--- config.mk ---
export PLATFORM = sky130hd
export DESIGN_NAME = wrr_queue_sched
export DESIGN_NICKNAME = d
export VERILOG_FILES = /design/src/rtl/wrr_queue_sched.sv
export SDC_FILE = /design/constraint.sdc
export NUM_CORES = 1
export LEC_CHECK = 0
export BUFFER_PORTS_ARGS = -buffer_cell sky130_fd_sc_hd__buf_2
export CAP_MARGIN = 20
export CORE_ASPECT_RATIO = 0.7
export CORE_MARGIN = 5
export CORE_UTILIZATION = 45
export CTS_CLUSTER_SIZE = 10
export DETAILED_ROUTE_END_ITERATION = 6
export GPL_TIMING_DRIVEN = 0
export PLACE_DENSITY_LB_ADDON = 0.25
export SYNTH_ARGS = -nofsm -noshare
export SYNTH_HDL_FRONTEND = slang
export SYNTH_SLANG_ARGS = --single-unit
export TNS_END_PERCENT = 50
--- constraint.sdc ---
create_clock -name clk -period 4.9 [get_ports clk]
set_input_delay 0 -clock clk [delete_from_list [all_inputs] [get_ports clk]]
set_output_delay 0 -clock clk [all_outputs]
set_load 0.03 [all_outputs]
--- src/rtl/wrr_queue_sched.sv ---
module wrr_queue_sched #(
  parameter int NQ = 8,
  parameter int PW = 4,
  parameter logic [PW-1:0] PRIO_STRICT = PW'(9),
  parameter logic [PW-1:0] PRIO_RESET = PW'(8),
  localparam int QW = (NQ > 1) ? $clog2(NQ) : 1
) (
  input  logic          clk,
  input  logic          rst_n,
  input  logic          cfg_we,
  input  logic [QW-1:0] cfg_qid,
  input  logic [PW-1:0] cfg_prio,
  input  logic [NQ-1:0] q_nonempty,
  input  logic          grant_ack,
  output logic [NQ-1:0] grant,
  output logic          grant_valid,
  output logic [QW-1:0] grant_idx,
  output logic          grant_tail,
  output logic          grant_stail,
  output logic          cfg_bad_strict,
  output logic          cfg_bad_value
);

  localparam int RW = 3;

  function automatic logic [7:0] round_mask(input logic [PW-1:0] p);
    case (p)
      PW'(0):  round_mask = 8'h00;
      PW'(1):  round_mask = 8'h01;
      PW'(2):  round_mask = 8'h11;
      PW'(3):  round_mask = 8'h49;
      PW'(4):  round_mask = 8'h55;
      PW'(5):  round_mask = 8'h57;
      PW'(6):  round_mask = 8'h77;
      PW'(7):  round_mask = 8'h7F;
      default: round_mask = 8'hFF;
    endcase
  endfunction

  logic [PW-1:0] prio_q [NQ];
  logic [RW-1:0] rnd_q;
  logic [QW:0]   start_q;

  logic [NQ-1:0] strict_v, live_w, elig_r, stail_v, bad_v;
  logic [NQ-1:0] strict_pend;
  logic [QW-1:0] s_idx, w_idx, sel;
  logic          use_s;

  for (genvar q = 0; q < NQ; q++) begin : g_q
    logic [7:0] m;
    assign m           = round_mask(prio_q[q]);
    assign strict_v[q] = (prio_q[q] == PRIO_STRICT);
    assign bad_v[q]    = (prio_q[q] > PRIO_STRICT);
    assign live_w[q]   = q_nonempty[q] & ~strict_v[q] & (m != 8'h00);
    assign elig_r[q]   = live_w[q] & m[rnd_q] & ((QW+1)'(q) >= start_q);
    if (q == NQ - 1) begin : g_last
      assign stail_v[q] = strict_v[q];
    end else begin : g_mid
      assign stail_v[q] = strict_v[q] & ~strict_v[q+1];
    end
  end

  assign strict_pend = q_nonempty & strict_v;

  always_comb begin
    s_idx = '0;
    w_idx = '0;
    for (int i = NQ - 1; i >= 0; i--) begin
      if (strict_pend[i]) s_idx = QW'(i);
      if (elig_r[i])      w_idx = QW'(i);
    end
  end

  assign use_s       = |strict_pend;
  assign grant_valid = use_s | (|elig_r);
  assign sel         = use_s ? s_idx : w_idx;
  assign grant_idx   = grant_valid ? sel : '0;
  assign grant       = grant_valid ? (NQ'(1) << sel) : '0;
  assign grant_tail  = grant_valid && (sel == QW'(NQ - 1));
  assign grant_stail = |(grant & stail_v);

  assign cfg_bad_strict = |(strict_v & (strict_v + NQ'(1)));
  assign cfg_bad_value  = |bad_v;

  always_ff @(posedge clk) begin
    if (!rst_n) begin
      for (int i = 0; i < NQ; i++) prio_q[i] <= PRIO_RESET;
      rnd_q   <= '0;
      start_q <= '0;
    end else begin
      if (cfg_we && (32'(cfg_qid) < NQ)) prio_q[cfg_qid] <= cfg_prio;
      if (grant_valid && !use_s && grant_ack) begin
        start_q <= (QW+1)'(sel) + (QW+1)'(1);
      end else if (!grant_valid && (|live_w)) begin
        rnd_q   <= rnd_q + RW'(1);
        start_q <= '0;
      end
    end
  end

endmodule

==> flow_summary.yaml, run 1 <==
setup_path:
  path_max_fanout: 10
  reg2reg_slack_ns: 1.60
  criticalPathCategory: "register to output pin"
  arrival_ns: 4.02
  cp_data_required_time_ns: 4.90
  endpoint_kind: "output pin"
  start_kind: "register"
global_route:
  grt_max_degree: 13
  antenna_found_initial: 0
  grt_overflow: 0
  grt_pass1_wl_um: 15400
  grt_pass1_vias: 2804
  grtUsageTotal_pct: 21.73
clock_tree:
  ctsResizeCount: 0
  clk_latency_ns: 0.30
  cts_made_buffers: 5
  clockRootBuffer: "clkbuf_8"
  cts.sinks: 39
  cts_max_path_buffers: 2
  cts_setup_buffers: 0
  ctsHoldBuffers: 0
  htreeDepth: 2
  clk_pin_slew_ns: 0.08
  cts_tree: "done"
hold_path:
  hold_class: "input port to register"
logic_synthesis:
  synth_seq_cells: 39
  synth_edf_count: 32
  synth.distinct_cells: 70
  synth_fp_nets: 394
  synth_compound_area_share_pct: 27.71
  ys_dominant_reg_cell: "edfxtp_1"
  syn_avg_cell_area_um2: 8.823
  synth_area_leaders: "edfxtp_1 (30%), and2_1 (6.0%), dfxtp_1 (4.3%)"
  synthAdderAreaFrac_pct: 3.353
  synth_top_cell_area_share_pct: 29.60
  synth.yosys.warnings: 0
  synthMuxAreaShare_pct: 0
  synth_largest_area_cell: "edfxtp_1"
  synth_area_um2: 3247
  ys_seq_area_share_pct: 33.91
  ys_async_sr_fraction_pct: 0
  syn_inst: 368
  synth_xor_area_share_pct: 2.967
  synth_top_family_by_area: "compound AO/OA/AOI/OAI gates"
  synth_simple_gate_area_share_pct: 27.48
detailed_routing:
  drc: 0
  wire_per_inst_um: 19.30
  via_per_inst: 6.343
  drt_iter0_markers: 411
  totalWireLength_um: 9787
  firstDrtPassIters: 5
  drt.antenna.violating_nets: 0
  via_count: 3216
final_layout:
  final_common_cell: "buf_2"
  nets: 438
  mostFrequentLayoutCells: "buf_2 (42), edfxtp_1 (32), and2_1 (31), o21ai_0 (23), a21oi_1 (22)"
  final_cells: 507
  fin_area_um2: 3635
  antenna_cells: 0
  area_delta_synth_final_pct: 11.95
  layout-drive-gt1-share_pct: 16.95
sta:
  drv_slew: 0
  setup_viol: 0
  slew_headroom_pct: 34.45
  finalCritPeriodShare_pct: 82.01
  clock.fmax_mhz: 248.9
  skew_ns: 0.006712
  period_needed_ns: 4.018
  rsz0062_at_grt: "no"
  tightest_slew_ns: 0.9700
  finalSetupTns_ns: 0
  hold_viol_final: 0
die:
  io_pins: 35
  dieArea_um2: 9041
  dieHeight_um: 81.07
  die_w_um: 111.5
  start_util_pct: 47.18
  core_um2: 6882
  std_cell_rows: 25
placed_design:
  placed_area_um2: 3535
  portBuffers: 34
  hpwl_um: 7747
  dp_cells: 496
  gp_congestion: 0.9819
power:
  leakage_uw: 0.001388
  peakVddDrop_mv: 0.1375
  power_density_nw_per_um2: 281.5
status:
  status: "finished, final reports clean"
job:
  drv_cap: 0
==> sequential cells by signal, summed over array words and instances, names as in the netlist <==
name	cells
rnd_q	3
start_q	4
prio_q	32
==> path summary, 6_finish.rpt <==
path,to,cells after the start,startpoint
max reg2reg,start_q[2]$_SDFFE_PN0P_,12,rnd_q[0]$_SDFFE_PN0P_
min reg2reg,start_q[0]$_SDFFE_PN0P_,2,start_q[0]$_SDFFE_PN0P_
max,grant_stail,13,rnd_q[0]$_SDFFE_PN0P_
min,prio_q[0][3]$_SDFFCE_PN1P_,2,cfg_prio[3]
==> report_power, final <==
part           switching, uW  leakage, uW  internal [uW]
sequential              35.7     0.000367            382
combinational            244     0.000980            140
clock                    122    0.0000412           99.6
==> cells in the mapped netlist, drive strengths merged, types with 4 or more instances <==
cell type  number
xor2            9
buf             9
nand2b         13
edfxtp         32
o31ai          12
nand3b          4
clkbuf          4
o211ai          4
nand4           6
nor4bb          8
a31oi           4
ha              7
inv            20
o32ai           4
nor3           10
nand3           9
o22ai           4
o2111ai         7
o21bai          4
dfxtp           7
and2           31
nor2           18
a21oi          22
or3            12
o21ai          26
nand2          20
==> cell families (layout without fill, tap and decap cells) <==
group           Yosys count  in the layout
simple gates            151            151
buf+inv                  33             78
flops                    39             39
xor+xnor                 11             11
fa+ha+maj                 9              9
compound gates          125            125
==> critical path, cell delays in order, from the launching register on <==
cell	delay (ns)
dfxtp_1	0.40
inv_2	0.12
clkbuf_1	0.43
o22ai_1	0.13
o211a_1	0.28
nor3_1	0.59
o311ai_0	0.33
a21oi_1	0.44
inv_1	0.09
ha_1	0.23
a22oi_1	0.16
a31oi_1	0.08
a221o_1	0.28
buf_2	0.18
==> per-stage QoR <==
stage / worst slack [ns] / util, % / total power (uW) / hold slack (ns)
after floorplan: 1.581 / - / 688.3 / 0.1778
after global placement: 1.233 / 51.36 / 793.7 / 0.3983
after detailed placement: 1.109 / 51.36 / 800.1 / 0.4073
after CTS: 0.7838 / 52.60 / 1019 / 0.09355
after global routing: 0.5451 / 52.82 / 1080 / 0.1135
final: 0.8816 / 52.82 / 1023 / 0.1032
==> metal layers <==
| metal | part of all wire [%] | wire, um | vias to the layer above | GRT usage, % |
|---|---|---|---|---|
| met3 | 10 | 997 | 16 | 3.574 |
| met2 | 42 | 4136 | 172 | 32.85 |
| met4 | 2.0 | 194 | 0 | 6.440 |
| li1 | - | - | 1505 | - |
| met5 | 0 | 0 | - | 0 |
| met1 | 46 | 4459 | 1523 | 31.99 |
==> cell type report <==
| class | instances | area, um2 |
|---|---|---|
| Multi-Input combinational cell | 296 | 1997 |
| Clock buffer | 6 | 72.57 |
| Clock inverter | 2 | 12.51 |
| Inverter | 20 | 75.07 |
| Tap cell | 94 | 117.6 |
| Timing Repair Buffer | 37 | 185.2 |
| Sequential cell | 39 | 1101 |
| Buffer | 13 | 73.82 |
| Fill cell | 680 | 3247 |
Power figures use the tool's default switching activity.
==> run 2, diff against run 1 <==
Clock period 4.9 ns to 3.2 ns, I/O delays scaled along.
==> run 2 against run 1 <==
Compared with the run above:
- the flow now finishes with violations (setup timing)
- clock skew up 0.0018 ns
- flip-flop and latch count stayed put
- total power rose by 73%
- critical endpoint unchanged
==> flow_summary.yaml, run 2 (synthesis gave the netlist of run 1 again) <==
setup_path:
  r2r_cells: 9
  cp_data_required_time_ns: 3.20
  path_max_fanout: 5
  start_kind: "register"
  cp_slowest_cell: "edfxtp_1"
  critical_path.max_stage_delay_ns: 0.48
  cp_cell_sequence: "nor4bb_4 -> o211ai_1 -> a222oi_1 -> o21ai_1 -> a21bo_2 -> o21a_1 -> inv_2 -> ha_2 -> nand2_1 -> o211ai_1 -> a221o_1 -> buf_6"
  arrival_ns: 3.39
  crit_top_cell: "o211ai_1"
  r2r-start: "prio_q[1][0]$_SDFFCE_PN0P_"
  endpoint_kind: "output pin"
  reg2reg_slack_ns: 0.31
  r2r-end: "rnd_q[2]$_SDFFE_PN0P_"
  criticalPathCategory: "register to output pin"
final_layout:
  area_delta_synth_final_pct: 30.67
  largest_reg_flops: 32
  seq_area_um2: 1110
  final_cells: 543
  reg.largest.list: "prio_q: 32 flops, start_q: 4 flops, rnd_q: 3 flops"
  regMostFlops: "prio_q"
  layout-drive-gt1-share_pct: 31.18
  nets: 474
  mostFrequentLayoutCells: "buf_4 (43), buf_2 (33), edfxtp_1 (32), and2_1 (31), o21ai_0 (22)"
  fillCellCount: 591
  multi_input_area_um2: 2273
  final_common_cell: "buf_4"
  antenna_cells: 0
placed_design:
  portBuffers: 34
  hpwl_um: 7808
  gp_congestion: 0.9885
  dp_cells: 496
global_route:
  grt_overflow: 0
  grt_pass1_wl_um: 16940
  grtUsageMet1_pct: 33.87
  antenna_found_initial: 0
  gr-usage-met2_pct: 37.30
  grt_max_degree: 14
  busiest_layer: "met2"
  met3_usage_pct: 5.510
  grtUsageTotal_pct: 24.02
  grt_pass1_vias: 3154
sta:
  period_needed_ns: 3.388
  setup_viol: 1
  clock.fmax_mhz: 295.1
  worst_hold_slack_ns: 0.1039
  rsz0062_at_grt: "yes"
  tightest_slew_ns: 0.6345
  final.setup.worst_slack_ns: -0.1885
  slew_headroom_pct: 57.12
  hold_viol_final: 0
  finalCritPeriodShare_pct: 105.9
  drv_slew: 0
  skew_ns: 0.008537
power:
  power_uw: 1775
  peakVddDrop_mv: 0.2884
  power_density_nw_per_um2: 418.4
  leakage_uw: 0.001652
detailed_routing:
  wire_per_inst_um: 20.52
  drt.antenna.violating_nets: 0
  drc: 0
  totalWireLength_um: 11140
  drt_iter0_markers: 516
  firstDrtPassIters: 5
  via_per_inst: 6.341
  via_count: 3443
hold_path:
  holdPathEnd: "prio_q[2][3]$_SDFFCE_PN1P_"
  worstHoldPathCells: 3
  min-delay-start: "cfg_qid[2]"
  hold_class: "input port to register"
clock_tree:
  clk_latency_ns: 0.30
  htreeDepth: 2
  cts_tree: "done"
  cts.sinks: 39
  cts_max_path_buffers: 2
  cts_made_buffers: 5
  clk_pin_slew_ns: 0.08
  clockRootBuffer: "clkbuf_8"
  ctsHoldBuffers: 0
die:
  core_um2: 6882
  std_cell_rows: 25
  dieArea_um2: 9041
  io_pins: 35
  die_w_um: 111.5
  start_util_pct: 47.18
  dieHeight_um: 81.07
status:
  violations: "setup timing"
  status: "complete, but fails checks"
job:
  drv_cap: 0
[run 2: cell count changes in the layout (fill, tap and decap cells not counted), moves of 4 or more]
cell,previous run,this run
o31ai_1,11,7
buf_2,42,33
ha_1,7,2
nor4bb_4,0,6
buf_4,3,43
buf_6,1,7
nor4bb_1,8,1
[run 2: layout make-up]
cell class / count / share of cell area [%]
Tap cell: 94 / 2.772
Clock inverter: 2 / 0.2949
Timing Repair Buffer: 75 / 11.62
Inverter: 20 / 1.769
Sequential cell: 39 / 26.16
Multi-Input combinational cell: 296 / 53.58
Clock buffer: 6 / 1.710
Buffer: 11 / 2.094
[run 2: stage by stage]
step	area (um2)	utilization, %	worst slack [ns]	TNS, ns
6_report	4243	61.65	-0.1885	-0.1885
5_1_grt	4243	61.65	-0.2949	-0.3586
4_1_cts	4116	59.82	-0.01266	-0.01266
3_5_place_dp	3535	51.36	-0.4720	-1.556
3_3_place_gp	3535	51.36	-0.5186	-2.195
2_1_floorplan	3247	-	0.1375	0
[run 2: power breakdown]
| part | switching [uW] | internal (uW) |
|---|---|---|
| logic | 458 | 337 |
| clock network | 188 | 154 |
| registers | 53.2 | 584 |
| total | 699 | 1080 |
[run 2: what timing repair did]
action | CTS | global route
pin swaps | 20 | 9
endpoints found under the setup margin | 12 | 4
resized for setup | 52 | 18
cloned | 0 | 0
buffers inserted | 34 | 7
[run 2: critical path: cells and delay by family (launching register included)]
kind	cells	cell delay (ns)
AO/OA/AOI/OAI	7	1.64
AND/OR/NAND/NOR	2	0.54
flip-flops	1	0.48
buffers and inverters	2	0.22
adder cells (fa/ha/maj)	1	0.21
[run 2: worst max path at each step]
| stage | startpoint | end | cells past startpoint | slack, ns |
|---|---|---|---|---|
| floorplan | prio_q[5][1]$_SDFFCE_PN0P_ | grant_stail | 11 | 0.14 |
| global placement | prio_q[7][1]$_SDFFCE_PN0P_ | grant_stail | 12 | -0.52 |
| detailed placement | prio_q[7][1]$_SDFFCE_PN0P_ | grant_stail | 12 | -0.47 |
| CTS | rnd_q[0]$_SDFFE_PN0P_ | grant_stail | 14 | -0.01 |
| global route | prio_q[7][0]$_SDFFCE_PN0P_ | grant_stail | 12 | -0.29 |
| finish | prio_q[7][0]$_SDFFCE_PN0P_ | grant_stail | 12 | -0.19 |
[run 2: per-layer routing]
layer / part of all wire [%] / wire [um]
met1: 43 / 4760
met2: 43 / 4738
met3: 12 / 1326
met4: 2.9 / 318
met5: 0 / 0
==> run 3, diff against run 2 <==
Settings changed: CELL_PAD_IN_SITES_DETAIL_PLACEMENT set to 1, CELL_PAD_IN_SITES_GLOBAL_PLACEMENT set to 2, CORE_UTILIZATION 45 to 33, CTS_CLUSTER_SIZE 10 to 30.
==> run 3 against run 2 <==
Compared with the run above:
- the run still ends with setup timing left
- non-clock buffer count is 1 higher
- largest power group unchanged
- combinational power increased by 8.3%
- clock skew decreased by 0.0055 ns
- critical path type unchanged
- fmax is 0.86% lower
- sequential share of layout area is 1.1 points lower
- highest routed layer unchanged
==> flow_summary.yaml, run 3 (synthesis gave the netlist of run 1 again) <==
setup_path:
  crit_buf_inv: 3
  path_max_fanout: 4
  worstSetupPathDepth: 13
  cp_cell_sequence: "nor4bb_4 -> buf_4 -> o211ai_1 -> a222oi_1 -> o21ai_1 -> a21bo_2 -> o21a_1 -> inv_2 -> ha_2 -> nand2_1 -> o211ai_1 -> a221o_1 -> buf_6"
  arrival_ns: 3.42
  critPathTopFamily: "compound AO/OA/AOI/OAI gates"
  r2r_cells: 8
  crit_top_cell: "o211ai_1"
  criticalPathCategory: "register to output pin"
  start_kind: "register"
  cp_slowest_cell: "nor4bb_4"
  endpoint_kind: "output pin"
  critical_path.max_stage_delay_ns: 0.45
  cp_data_required_time_ns: 3.20
clock_tree:
  ctsHoldBuffers: 0
  cts_made_buffers: 5
  htreeDepth: 2
  clk_pin_slew_ns: 0.06
  cts_max_path_buffers: 2
  clockRootBuffer: "clkbuf_16"
  clk_latency_ns: 0.29
  cts.sinks: 39
  cts_tree: "done"
power:
  power_uw: 2148
  peakVddDrop_mv: 0.2549
  leakage_uw: 0.001703
  power_density_nw_per_um2: 486.1
hold_path:
  worstHoldPathCells: 3
  hold_class: "input port to register"
sta:
  hold_viol_final: 0
  finalCritPeriodShare_pct: 106.8
  rsz0062_at_grt: "yes"
  period_needed_ns: 3.418
  tightest_slew_ns: 0.7650
  clock.fmax_mhz: 292.6
  final.setup.worst_slack_ns: -0.2180
  skew_ns: 0.003085
  setup_viol: 2
  slew_headroom_pct: 48.56
  drv_slew: 0
global_route:
  grt_pass1_vias: 3451
  grtUsageTotal_pct: 21.28
  antenna_found_initial: 0
  grt_max_degree: 13
  grt_pass1_wl_um: 19320
  grt_overflow: 0
detailed_routing:
  drt.antenna.violating_nets: 0
  wire_per_inst_um: 22.00
  firstDrtPassIters: 5
  dr_wl_met3_um: 654
  totalWireLength_um: 12720
  via_per_inst: 5.870
  drt_iter0_markers: 222
  drc: 0
  top_layer_used: "met4"
  met1_length_um: 6126
  wl_met2_um: 5801
  via_count: 3393
placed_design:
  gp_congestion: 0.8433
  portBuffers: 34
  placed_area_um2: 3582
  hpwl_um: 9517
final_layout:
  final_common_cell: "buf_4"
  fin_area_um2: 4419
  reg.largest.list: "prio_q: 32 flops, start_q: 4 flops, rnd_q: 3 flops"
  mostFrequentLayoutCells: "buf_4 (45), buf_2 (33), edfxtp_1 (32), and2_1 (31), o21ai_0 (21)"
  layout-drive-gt1-share_pct: 32.00
  largest_reg_flops: 32
  nets: 475
  fillCellCount: 1124
  regMostFlops: "prio_q"
  area_delta_synth_final_pct: 36.11
  antenna_cells: 0
die:
  start_util_pct: 33.66
  dieHeight_um: 92.99
  dieArea_um2: 11950
  die_w_um: 128.6
  std_cell_rows: 30
  io_pins: 35
  core_um2: 9647
status:
  status: "complete, but fails checks"
  violations: "setup timing"
job:
  drv_cap: 0
[run 3: changes by cell type in the layout (fill, tap and decap cells not counted), sizes merged]
cell / before / now
bufinv: 0 / 2
clkinvlp: 0 / 1
clkinv: 1 / 0
buf: 83 / 84
inv: 21 / 19
[run 3: worst paths after layout]
kind,start,endpoint,slack (ns)
max,prio_q[7][1]$_SDFFCE_PN0P_,grant_stail,-0.22
min,cfg_qid[0],prio_q[2][3]$_SDFFCE_PN1P_,0.11
max reg2reg,prio_q[5][3]$_SDFFCE_PN1P_,rnd_q[2]$_SDFFE_PN0P_,0.17
min reg2reg,start_q[0]$_SDFFE_PN0P_,start_q[0]$_SDFFE_PN0P_,0.56
[run 3: metrics by stage]
step	setup slack, ns	hold slack (ns)	TNS (ns)	utilization [%]	cells
global route	-0.3382	0.1208	-0.8052	45.81	578
CTS	-0.09973	0.09573	-0.1265	44.94	574
detailed placement	-0.6035	0.3953	-1.812	37.13	531
floorplan	0.1375	0.1778	0	-	368
global placement	-0.7216	0.3830	-3.800	37.08	530
finish	-0.2180	0.1076	-0.2693	45.81	578
[run 3: per-layer routing]
metal,vias to the layer above,GRT usage [%]
met5,-,0
met4,0,4.108
met3,11,3.425
met2,79,33.54
met1,1717,30.92
li1,1586,-
[run 3: layout make-up]
type,count,area (um2),share of cell area (%)
clock buffers,6,128.9,2.916
multi-input cells,296,2297,51.98
flip-flops and latches,39,1109,25.08
clock inverters,2,60.06,1.359
well taps,128,160.2,3.624
repair buffers,75,493.0,11.16
inverters,20,78.83,1.784
plain buffers,12,92.59,2.095
[run 3: report_power, final]
group / leakage (uW) / switching [uW] / internal, uW
clock: 0.0000911 / 200 / 447
sequential: 0.000369 / 54.5 / 585
combinational: 0.00124 / 486 / 375
total: 0.00170 / 740 / 1410
[run 3: what timing repair did]
action                     4_1_cts  5_1_grt
hold endpoints to repair         0        0
setup endpoints to repair       12        5
gates resized for setup         63       13
pin swaps                       20        1
gates cloned                     0        0
buffers inserted                36        4
[run 3: tightest hold or removal path, delay by kind of cell]
kind	cells	cell delay, ns
simple gates	2	0.16
buf+inv	1	0.12
